[src/rtl/dbg_byte_bridge_pkg.sv]
package dbg_byte_bridge_pkg;

    typedef enum logic [0:0] {
        IB_FILL  = 1'b0,
        IB_OFFER = 1'b1
    } ib_state_e;

    typedef enum logic [1:0] {
        OB_IDLE = 2'd0,
        OB_SEND = 2'd1,
        OB_ACK  = 2'd2
    } ob_state_e;

endpackage

[src/rtl/dbg_bridge_rx.sv]
module dbg_bridge_rx
    import dbg_byte_bridge_pkg::*;
#(
    parameter int PKT_W    = 64,
    parameter int IN_BYTES = 8
) (
    input  logic             clk,
    input  logic             rst,
    input  logic [7:0]       rx_byte,
    input  logic             rx_valid,
    output logic             rx_ready,
    output logic [PKT_W-1:0] pkt_data,
    output logic             pkt_valid,
    input  logic             pkt_ready
);
    localparam int CNT_W = $clog2(IN_BYTES + 1);
    localparam logic [CNT_W-1:0] LAST_IDX = CNT_W'(IN_BYTES - 1);
    localparam logic [CNT_W-1:0] FULL_CNT = CNT_W'(IN_BYTES);

    ib_state_e        st_q, st_d;
    logic [CNT_W-1:0] cnt_q;
    logic [PKT_W-1:0] pkt_q;
    logic             take;
    logic             hand;

    assign take = rx_valid && rx_ready;
    assign hand = pkt_valid && pkt_ready;

    // next-state logic
    always_comb begin
        st_d = st_q;
        unique case (st_q)
            IB_FILL:  if (take && cnt_q == LAST_IDX) st_d = IB_OFFER; // fill-complete
            IB_OFFER: if (hand) st_d = IB_FILL;                      // packet-taken
            default:  st_d = IB_FILL;
        endcase
    end

    // state register, counter and packet register
    always_ff @(posedge clk) begin
        if (rst) begin
            st_q  <= IB_FILL;
            cnt_q <= '0;
            pkt_q <= '0;
        end else begin
            st_q <= st_d;
            if (take) begin
                pkt_q <= {pkt_q[PKT_W-9:0], rx_byte};
                cnt_q <= cnt_q + 1'b1;
            end else if (hand) begin
                cnt_q <= '0;
            end
        end
    end

    // outputs
    always_comb begin
        rx_ready  = (st_q == IB_FILL);
        pkt_valid = (st_q == IB_OFFER);
    end
    assign pkt_data = pkt_q;

    AST_RX_SHIFT_IN: assert property (@(posedge clk) disable iff (rst)
        (rx_valid && rx_ready) |=> (pkt_data[7:0] == $past(rx_byte)));
    AST_RX_BLOCKED: assert property (@(posedge clk) disable iff (rst)
        pkt_valid |-> !rx_ready);
    AST_RX_CNT_FULL: assert property (@(posedge clk) disable iff (rst)
        pkt_valid |-> (cnt_q == FULL_CNT));
    AST_PKT_HOLD: assert property (@(posedge clk) disable iff (rst)
        (pkt_valid && !pkt_ready) |=> (pkt_valid && $stable(pkt_data)));
    AST_PKT_REFILL: assert property (@(posedge clk) disable iff (rst)
        (pkt_valid && pkt_ready) |=> (rx_ready && !pkt_valid));
    AST_RX_IGNORED: assert property (@(posedge clk) disable iff (rst)
        (rx_valid && !rx_ready) |=> $stable(pkt_data));

endmodule

[src/rtl/dbg_bridge_tx.sv]
module dbg_bridge_tx
    import dbg_byte_bridge_pkg::*;
#(
    parameter int WORD_W    = 44,
    parameter int OUT_BYTES = 6
) (
    input  logic              clk,
    input  logic              rst,
    input  logic [WORD_W-1:0] dw_data,
    input  logic              dw_valid,
    output logic              dw_ready,
    output logic [7:0]        tx_byte,
    output logic              tx_valid,
    input  logic              tx_ready
);
    localparam int CNT_W = (OUT_BYTES > 1) ? $clog2(OUT_BYTES) : 1;
    localparam logic [CNT_W-1:0] LAST_IDX = CNT_W'(OUT_BYTES - 1);

    ob_state_e         st_q, st_d;
    logic [CNT_W-1:0]  cnt_q;
    logic              send;
    logic              is_last;
    logic [WORD_W-1:0] shifted;

    assign send    = tx_valid && tx_ready;
    assign is_last = (cnt_q >= LAST_IDX);
    assign shifted = dw_data >> {cnt_q, 3'b000};

    // next-state logic
    always_comb begin
        st_d = st_q;
        unique case (st_q)
            OB_IDLE: if (dw_valid) st_d = OB_SEND;          // word-arrives
            OB_SEND: if (send && is_last) st_d = OB_ACK;    // last-byte-sent
            OB_ACK:  if (dw_valid) st_d = OB_IDLE;          // word-released
            default: st_d = OB_IDLE;
        endcase
    end

    // state register and byte counter
    always_ff @(posedge clk) begin
        if (rst) begin
            st_q  <= OB_IDLE;
            cnt_q <= '0;
        end else begin
            st_q <= st_d;
            if (send) cnt_q <= is_last ? '0 : cnt_q + 1'b1;
        end
    end

    // outputs
    always_comb begin
        tx_valid = (st_q == OB_SEND);
        dw_ready = (st_q == OB_ACK);
        tx_byte  = shifted[7:0];
    end

    AST_TX_HOLD: assert property (@(posedge clk) disable iff (rst)
        (tx_valid && !tx_ready && $stable(dw_data)) |=> (tx_valid && $stable(tx_byte)));
    AST_TX_FIRST_LOW: assert property (@(posedge clk) disable iff (rst)
        $rose(tx_valid) |-> (tx_byte == dw_data[7:0]));
    AST_ACK_NO_BYTE: assert property (@(posedge clk) disable iff (rst)
        dw_ready |-> !tx_valid);
    AST_ACK_SINGLE: assert property (@(posedge clk) disable iff (rst)
        (dw_ready && dw_valid) |=> !dw_ready);
    AST_TX_NEEDS_WORD: assert property (@(posedge clk) disable iff (rst)
        (!tx_valid && !dw_valid && !dw_ready) |=> !tx_valid);

endmodule

[src/rtl/dbg_byte_bridge.sv]
module dbg_byte_bridge #(
    parameter int PKT_W     = 64,
    parameter int IN_BYTES  = 8,
    parameter int WORD_W    = 44,
    parameter int OUT_BYTES = 6
) (
    input  logic              clk,
    input  logic              rst,
    input  logic [7:0]        rx_byte,
    input  logic              rx_valid,
    output logic              rx_ready,
    output logic [PKT_W-1:0]  pkt_data,
    output logic              pkt_valid,
    input  logic              pkt_ready,
    input  logic [WORD_W-1:0] dw_data,
    input  logic              dw_valid,
    output logic              dw_ready,
    output logic [7:0]        tx_byte,
    output logic              tx_valid,
    input  logic              tx_ready
);

    dbg_bridge_rx #(
        .PKT_W    (PKT_W),
        .IN_BYTES (IN_BYTES)
    ) rx_i (
        .clk       (clk),
        .rst       (rst),
        .rx_byte   (rx_byte),
        .rx_valid  (rx_valid),
        .rx_ready  (rx_ready),
        .pkt_data  (pkt_data),
        .pkt_valid (pkt_valid),
        .pkt_ready (pkt_ready)
    );

    dbg_bridge_tx #(
        .WORD_W    (WORD_W),
        .OUT_BYTES (OUT_BYTES)
    ) tx_i (
        .clk      (clk),
        .rst      (rst),
        .dw_data  (dw_data),
        .dw_valid (dw_valid),
        .dw_ready (dw_ready),
        .tx_byte  (tx_byte),
        .tx_valid (tx_valid),
        .tx_ready (tx_ready)
    );

    AST_RESET_QUIET: assert property (@(posedge clk)
        rst |=> (!pkt_valid && !tx_valid && !dw_ready && rx_ready));

endmodule

[config.mk]
export PLATFORM = sky130hd
export DESIGN_NAME = dbg_byte_bridge
export DESIGN_NICKNAME = d
export VERILOG_FILES = /design/src/rtl/dbg_byte_bridge_pkg.sv /design/src/rtl/dbg_bridge_rx.sv /design/src/rtl/dbg_bridge_tx.sv /design/src/rtl/dbg_byte_bridge.sv
export SDC_FILE = /design/constraint.sdc
export NUM_CORES = 1
export LEC_CHECK = 0
export ABC_AREA = 1
export BUFFER_PORTS_ARGS = -buffer_cell sky130_fd_sc_hd__buf_2
export CAP_MARGIN = 30
export CORE_ASPECT_RATIO = 0.9
export CORE_MARGIN = 8
export CORE_UTILIZATION = 43
export DETAILED_ROUTE_END_ITERATION = 10
export MAX_ROUTING_LAYER = met4
export PLACE_DENSITY = 0.81
export REMOVE_ABC_BUFFERS = 1
export SYNTH_ARGS = -nofsm -noshare
export SYNTH_HDL_FRONTEND = slang
export SYNTH_SLANG_ARGS = --single-unit
[constraint.sdc]
create_clock -name clk -period 1.2 [get_ports clk]
set_clock_uncertainty 0.05 [all_clocks]
set_input_delay 0.24 -clock clk [delete_from_list [all_inputs] [get_ports clk]]
set_output_delay 0.24 -clock clk [all_outputs]
set_load 0.02 [all_outputs]
# After elaboration in Yosys (flattened, before gate mapping)
# Index checks and enable logic that the tools add are counted.
[op_classes]
add_sub_neg = 2
n_mul = 0
n_div = 0
n_lt_le_gt_ge = 1
n_eq_ne = 6
shift = 1
n_mux = 10
bitwise_logic = 1
n_reduce_logical = 8
[op_table]
columns = ["operator", "count"]
rows = [
  ["right shift 44 x 6 -> 8 bit", 1],
  ["two-way mux 4 bit", 2],
  ["two-way mux 2 bit", 3],
  ["inequality test 2 bit (second input constant)", 3],
  ["case mux 2 bit (3 select lines)", 1],
  ["logical AND 1 bit", 5],
  ["adder 4 x 1 -> 4 bit (second input constant)", 1],
  ["== test 4 x 3 -> 1 bit (second input constant)", 1],
  ["adder 3 x 1 -> 3 bit (second input constant)", 1],
  ["greater-or-equal comparator 3 bit (second input constant)", 1],
  ["two-way mux 3 bit", 1],
  ["AND reduction 3 bit", 1],
  ["== test 2 x 1 -> 1 bit (second input constant)", 1],
  ["== test 2 bit (second input constant)", 1],
  ["zero test 2 bit", 1],
  ["two-way mux 1 bit", 2],
  ["case mux 1 bit (2 select lines)", 1],
  ["nonzero test 2 bit", 1],
  ["inverter 1 bit", 1],
]
[word_totals]
regBits = 74
latchBits = 0
mem_bits_rw = 0
romBits = 0
in_bits = 58
output_inout_bits = 76
mem_count = 0

# Logic depth before layout (Yosys ltp)
[logic_depth]
ltp_word = 5
ltp_mapped = 9

# Cells and area by module
# A second synthesis with hierarchy kept.
[unflattened]
cells_unflattened = 456
area_unflattened_um2 = 3218.1
[modules_own_cells]
columns = ["mod", "n_inst", "cells_per_inst", "area_each_um2", "seq_area_each_um2"]
rows = [
  ["dbg_bridge_rx", 1, 310, 2446.1, 1381.3],
  ["dbg_bridge_tx", 1, 146, 772.0, 100.1],
]

# Worst setup path after synthesis
# Ideal clock, no wire load.
[synth_path]
path_kind = "reg2out"
startpoint = "register tx_i.cnt_q[1]"
endpoint = "output tx_byte[3]"
t_arrival_ns = 1.061
t_required_ns = 0.910
path_slack_ns = -0.151
path_stages_with_launch = 9
n_path_buf = 2
path_cell_list = "dfxtp_1 buf_4 inv_1 buf_2 nor2_1 nand2_1 nand2_1 nand2_1 nand2_1"
[synth_between]
elab_chain_len = 1
[synth_rtl]
columns = ["item", "line", "rtl"]
rows = [
  ["from (decl)", "dbg_bridge_tx.sv:20", "logic [CNT_W-1:0] cnt_q;"],
  ["from (signal assigned)", "dbg_bridge_tx.sv:47", "if (send) cnt_q <= is_last ? '0 : cnt_q + 1'b1;"],
  ["right shift 44 x 6 -> 8 bit", "dbg_bridge_tx.sv:27", "assign shifted = dw_data >> {cnt_q, 3'b000};"],
  ["to (decl)", "dbg_byte_bridge.sv:18", "output logic [7:0] tx_byte,"],
]
# No other way between the ends.

# Worst setup path in the final report
[layout_path]
startpoint = "register tx_i.cnt_q[0]"
endpoint = "output tx_byte[4]"
# Same word-level chain as after synthesis.

==> impl_metrics.sql <==
INSERT INTO impl_metrics (metric_group, metric, value, unit) VALUES
('route', 'drt_iter0_markers', '201', ''),
('yosys', 'ys_seq_elements', '74', ''),
('clock_tree', 'postCtsHoldBufs', '0', ''),
('yosys', 'synth-warning-count', '0', ''),
('clock_tree', 'path_clk_slew', '0.07', 'ns'),
('route', 'detailedRoute.firstPassIterationCount', '4', ''),
('global_route', 'grt_pass1_wl', '14100', 'um'),
('worst_hold_path', 'holdCritPathClass', 'in -> reg', ''),
('clock_tree', 'clock_insertion_delay_worst_skew', '0.34', 'ns'),
('clock_tree', 'cts_sinks', '74', ''),
('run', 'max-cap-violations', '0', ''),
('critical_path', 'critical-path-max-stage-delay', '0.37', 'ns'),
('clock_tree', 'tritoncts', 'done', ''),
('layout', 'diodes', '0', ''),
('die', 'fp.dieW', '107.1', 'um'),
('clock_tree', 'htree_levels', '3', ''),
('route', 'avgViaCountPerCell', '4.795', ''),
('layout', 'num-nets-final', '672', ''),
('yosys', 'number_of_different_library_cells_in_the_post_synthesis_netlist', '23', ''),
('sta', 'hold_violations', '0', ''),
('layout', 'final_design_area_no_fill', '4695', 'um2'),
('route', 'num_vias', '3409', ''),
('critical_path', 'arrival', '1.45', 'ns'),
('global_route', 'grt_start_max_net_pins', '51', ''),
('sta', 'grt_setup_unrepaired', 'true', ''),
('yosys', 'yosysSeqAreaShare', '46.16', '%'),
('power', 'ir_drop', '0.001166', 'V'),
('sta', 'final-max-slew-violation-count', '0', ''),
('critical_path', 'cp-start-kind', 'flop', ''),
('critical_path', 'crit_top_cell', 'sky130_fd_sc_hd__nand2_1', ''),
('critical_path', 'critPathKind', 'reg -> out', ''),
('critical_path', 'path_max_fanout', '7', ''),
('critical_path', 'end_kind', 'primary output', ''),
('critical_path', 'timing.critical_path.slowest_stage_cell', 'sky130_fd_sc_hd__dfxtp_4', ''),
('route', 'antenna_violating_nets_post_route', '0', ''),
('global_route', 'grt_antenna_before_repair', '0', ''),
('sta', 'finalSetupViolCount', '15', ''),
('clock_tree', 'root_buffer', 'sky130_fd_sc_hd__clkbuf_8', ''),
('die', 'dieArea', '10490', 'um2'),
('die', 'fp.coreArea', '7395', 'um2'),
('die', 'core.rowCount', '30', ''),
('critical_path', 'regToRegSetupSlack', '-0.35', 'ns'),
('sta', 'max_clk_rate', '0.5761', 'GHz'),
('power', 'total_leakage_power', '0.002356', 'uW'),
('sta', 'worst_max_slew_margin_expressed_relative_to_the_limit', '75.54', '%'),
('sta', 'slew_at_the_pin_closest_to_its_max_slew_limit', '0.3655', 'ns'),
('die', 'ios', '134', ''),
('clock_tree', 'cts.path.max_buffers', '2', ''),
('route', 'drt_wl_total', '9361', 'um'),
('die', 'fp.dieH', '97.96', 'um'),
('global_route', 'grt_use_total', '16.75', '%'),
('sta', 'min_period', '1.736', 'ns'),
('placed_design', 'detailedPlacementHpwl', '6353', 'um'),
('route', 'count_of_unresolved_drc_violations_after_routing', '0', ''),
('power', 'power.density', '1264', 'nW/um2'),
('clock_tree', 'cts-buffers-inserted', '9', ''),
('status', 'outcome', 'complete, but fails checks', ''),
('yosys', 'synthCells', '465', ''),
('route', 'wire_per_inst', '13.17', 'um'),
('placed_design', 'numPortBuffers', '133', ''),
('placed_design', 'post_detailed_placement_cell_area', '4029', 'um2'),
('critical_path', 'cp_cell_sequence', 'buf_6 -> or2_0 -> nand3_1 -> nand2_1 -> nand2_1 -> nand2_1 -> buf_6', ''),
('sta', 'setup_ws', '-0.5357', 'ns'),
('critical_path', 'timing.critical_path.required', '0.91', 'ns'),
('layout', 'finish.utilization', '63.49', '%'),
('global_route', 'first_global_vias', '3108', ''),
('die', 'floorplan.initialDensity', '43.40', '%'),
('yosys', 'synth.avg_cell_area', '6.902', 'um2'),
('yosys', 'syn_area', '3209', 'um2'),
('global_route', 'globalRouteOverflowTotal', '0', ''),
('layout', 'final_layout_size_suffix_gt1_share', '37.56', '%'),
('sta', 'period_share', '144.6', '%'),
('layout', 'areaGrowthSynthToFinish', '46.28', '%'),
('placed_design', 'gp_congestion', '0.9063', ''),
('status', 'violated_checks', 'setup timing', '');
[worst max-delay path: cells and delay by family (launching register included)]
kind | cells | cell delay, ns
DFF | 1 | 0.37
and+or+nand+nor | 5 | 0.48
buffers and inverters | 2 | 0.27
[final timing paths]
| check | from | end | depth (start not counted) |
|---|---|---|---|
| worst max-delay path | tx_i.cnt_q[0] | tx_byte[4] | 7 |
| worst min-delay path | rst | tx_i.st_q[1] | 2 |
| worst max register to register | tx_i.cnt_q[0] | tx_i.cnt_q[1] | 10 |
| worst min register to register | rx_i.pkt_data[56] | rx_i.pkt_data[56] | 2 |
[kinds of logic (layout without fill, tap and decap cells)]
| group | Yosys count | in the layout | share of synthesized area (%) |
|---|---|---|---|
| AND/OR/NAND/NOR | 244 | 244 | 30.45 |
| AO/OA/AOI/OAI | 82 | 82 | 13.10 |
| flip-flops | 74 | 74 | 46.16 |
| buffers and inverters | 61 | 211 | 8.850 |
| adder cells (fa/ha/maj) | 3 | 3 | 1.170 |
| XOR/XNOR | 1 | 1 | 0.2730 |
[flip-flops by register name, indices dropped and copies added, names as in the netlist]
name / count
tx_i.st_q: 2
rx_i.pkt_valid: 1
tx_i.cnt_q: 3
rx_i.cnt_q: 4
rx_i.pkt_data: 64
[metal layers]
metal	global-route usage (%)	share of wire (%)
met5	-	0
met4	5.838	1.9
met2	26.73	45
met3	7.242	11
met1	18.12	42
[placed cells by master (no fill, tap or decap), types with 2 or more instances in the layout]
master                       count
sky130_fd_sc_hd__nor2_1        134
sky130_fd_sc_hd__buf_2          90
sky130_fd_sc_hd__o21ai_0        62
sky130_fd_sc_hd__dfxtp_1        62
sky130_fd_sc_hd__nand2_1        54
sky130_fd_sc_hd__buf_4          47
sky130_fd_sc_hd__inv_1          26
sky130_fd_sc_hd__nand3_1        19
sky130_fd_sc_hd__buf_6          18
sky130_fd_sc_hd__nand2_2        10
sky130_fd_sc_hd__clkbuf_8       10
sky130_fd_sc_hd__o21ai_1         9
sky130_fd_sc_hd__dfxtp_2         9
sky130_fd_sc_hd__nor2_2          7
sky130_fd_sc_hd__inv_2           6
sky130_fd_sc_hd__nor2_4          6
sky130_fd_sc_hd__a21oi_1         5
sky130_fd_sc_hd__buf_12          5
sky130_fd_sc_hd__o21a_1          4
sky130_fd_sc_hd__nand3_2         3
sky130_fd_sc_hd__or2_0           3
sky130_fd_sc_hd__dfxtp_4         3
sky130_fd_sc_hd__or2_1           2
sky130_fd_sc_hd__nand2_4         2
sky130_fd_sc_hd__nand4_1         2
sky130_fd_sc_hd__ha_4            2
sky130_fd_sc_hd__clkinvlp_4      2
sky130_fd_sc_hd__clkinv_2        2
[final cells by class]
type                    count  area, um2
well taps                  96      120.1
clock buffers              10      137.6
multi-input cells         330       1594
inverters                  34      137.6
clock inverters             5      55.05
fillers                   625       2700
repair buffers            162       1146
flip-flops and latches     74       1504
[what timing repair did]
item | in CTS | in global routing
gates resized for setup | 56 | 79
setup buffers | 8 | 4
cloned | 0 | 1
endpoints found under the setup margin | 17 | 90
pin swaps | 8 | 25
[Yosys cell counts]
| cell | instances | area [um2] |
|---|---|---|
| sky130_fd_sc_hd__dfxtp_1 | 74 | 1481 |
| sky130_fd_sc_hd__o21ai_1 | 5 | 25.02 |
| sky130_fd_sc_hd__nand2_4 | 1 | 11.26 |
| sky130_fd_sc_hd__nand4_1 | 2 | 12.51 |
| sky130_fd_sc_hd__a21oi_1 | 6 | 30.03 |
| sky130_fd_sc_hd__buf_6 | 3 | 33.78 |
| sky130_fd_sc_hd__buf_2 | 8 | 40.04 |
| sky130_fd_sc_hd__nor2_2 | 2 | 12.51 |
| sky130_fd_sc_hd__inv_1 | 29 | 108.9 |
| sky130_fd_sc_hd__inv_2 | 5 | 18.77 |
| sky130_fd_sc_hd__nor2_1 | 145 | 544.3 |
| sky130_fd_sc_hd__nand3_1 | 23 | 115.1 |
| sky130_fd_sc_hd__o21a_1 | 4 | 30.03 |
| sky130_fd_sc_hd__ha_1 | 3 | 37.54 |
| sky130_fd_sc_hd__clkbuf_1 | 9 | 33.78 |
| sky130_fd_sc_hd__buf_1 | 1 | 3.750 |
| sky130_fd_sc_hd__or2_2 | 1 | 6.260 |
| sky130_fd_sc_hd__o21ai_0 | 67 | 335.3 |
| sky130_fd_sc_hd__or2_1 | 2 | 12.51 |
| sky130_fd_sc_hd__xor2_1 | 1 | 8.760 |
| sky130_fd_sc_hd__buf_4 | 6 | 45.04 |
| sky130_fd_sc_hd__nand2_1 | 65 | 244.0 |
| sky130_fd_sc_hd__or2_0 | 3 | 18.77 |
[report_power, final]
part	leakage [uW]	internal, uW	switching [uW]	total [uW]
clock network	0.0000941	997	883	1880
registers	0.000616	2610	109	2720
logic	0.00165	581	754	1330
[through the flow]
| stage | setup TNS (ns) | setup WS [ns] | power (uW) | hold WS, ns | std cells |
|---|---|---|---|---|---|
| 2_1_floorplan | -40.26 | -0.6018 | 3392 | 0.2591 | 438 |
| 3_3_place_gp | -1.433 | -0.1607 | 3826 | 0.4059 | 684 |
| 3_5_place_dp | -1.975 | -0.2181 | 3861 | 0.4188 | 684 |
| 4_1_cts | -4.947 | -0.5315 | 5842 | 0.05403 | 707 |
| 5_1_grt | -6.738 | -0.6483 | 6230 | 0.06278 | 711 |
| 6_report | -5.703 | -0.5357 | 5935 | 0.05969 | 711 |
No activity file was read; power rests on OpenSTA's default activity.
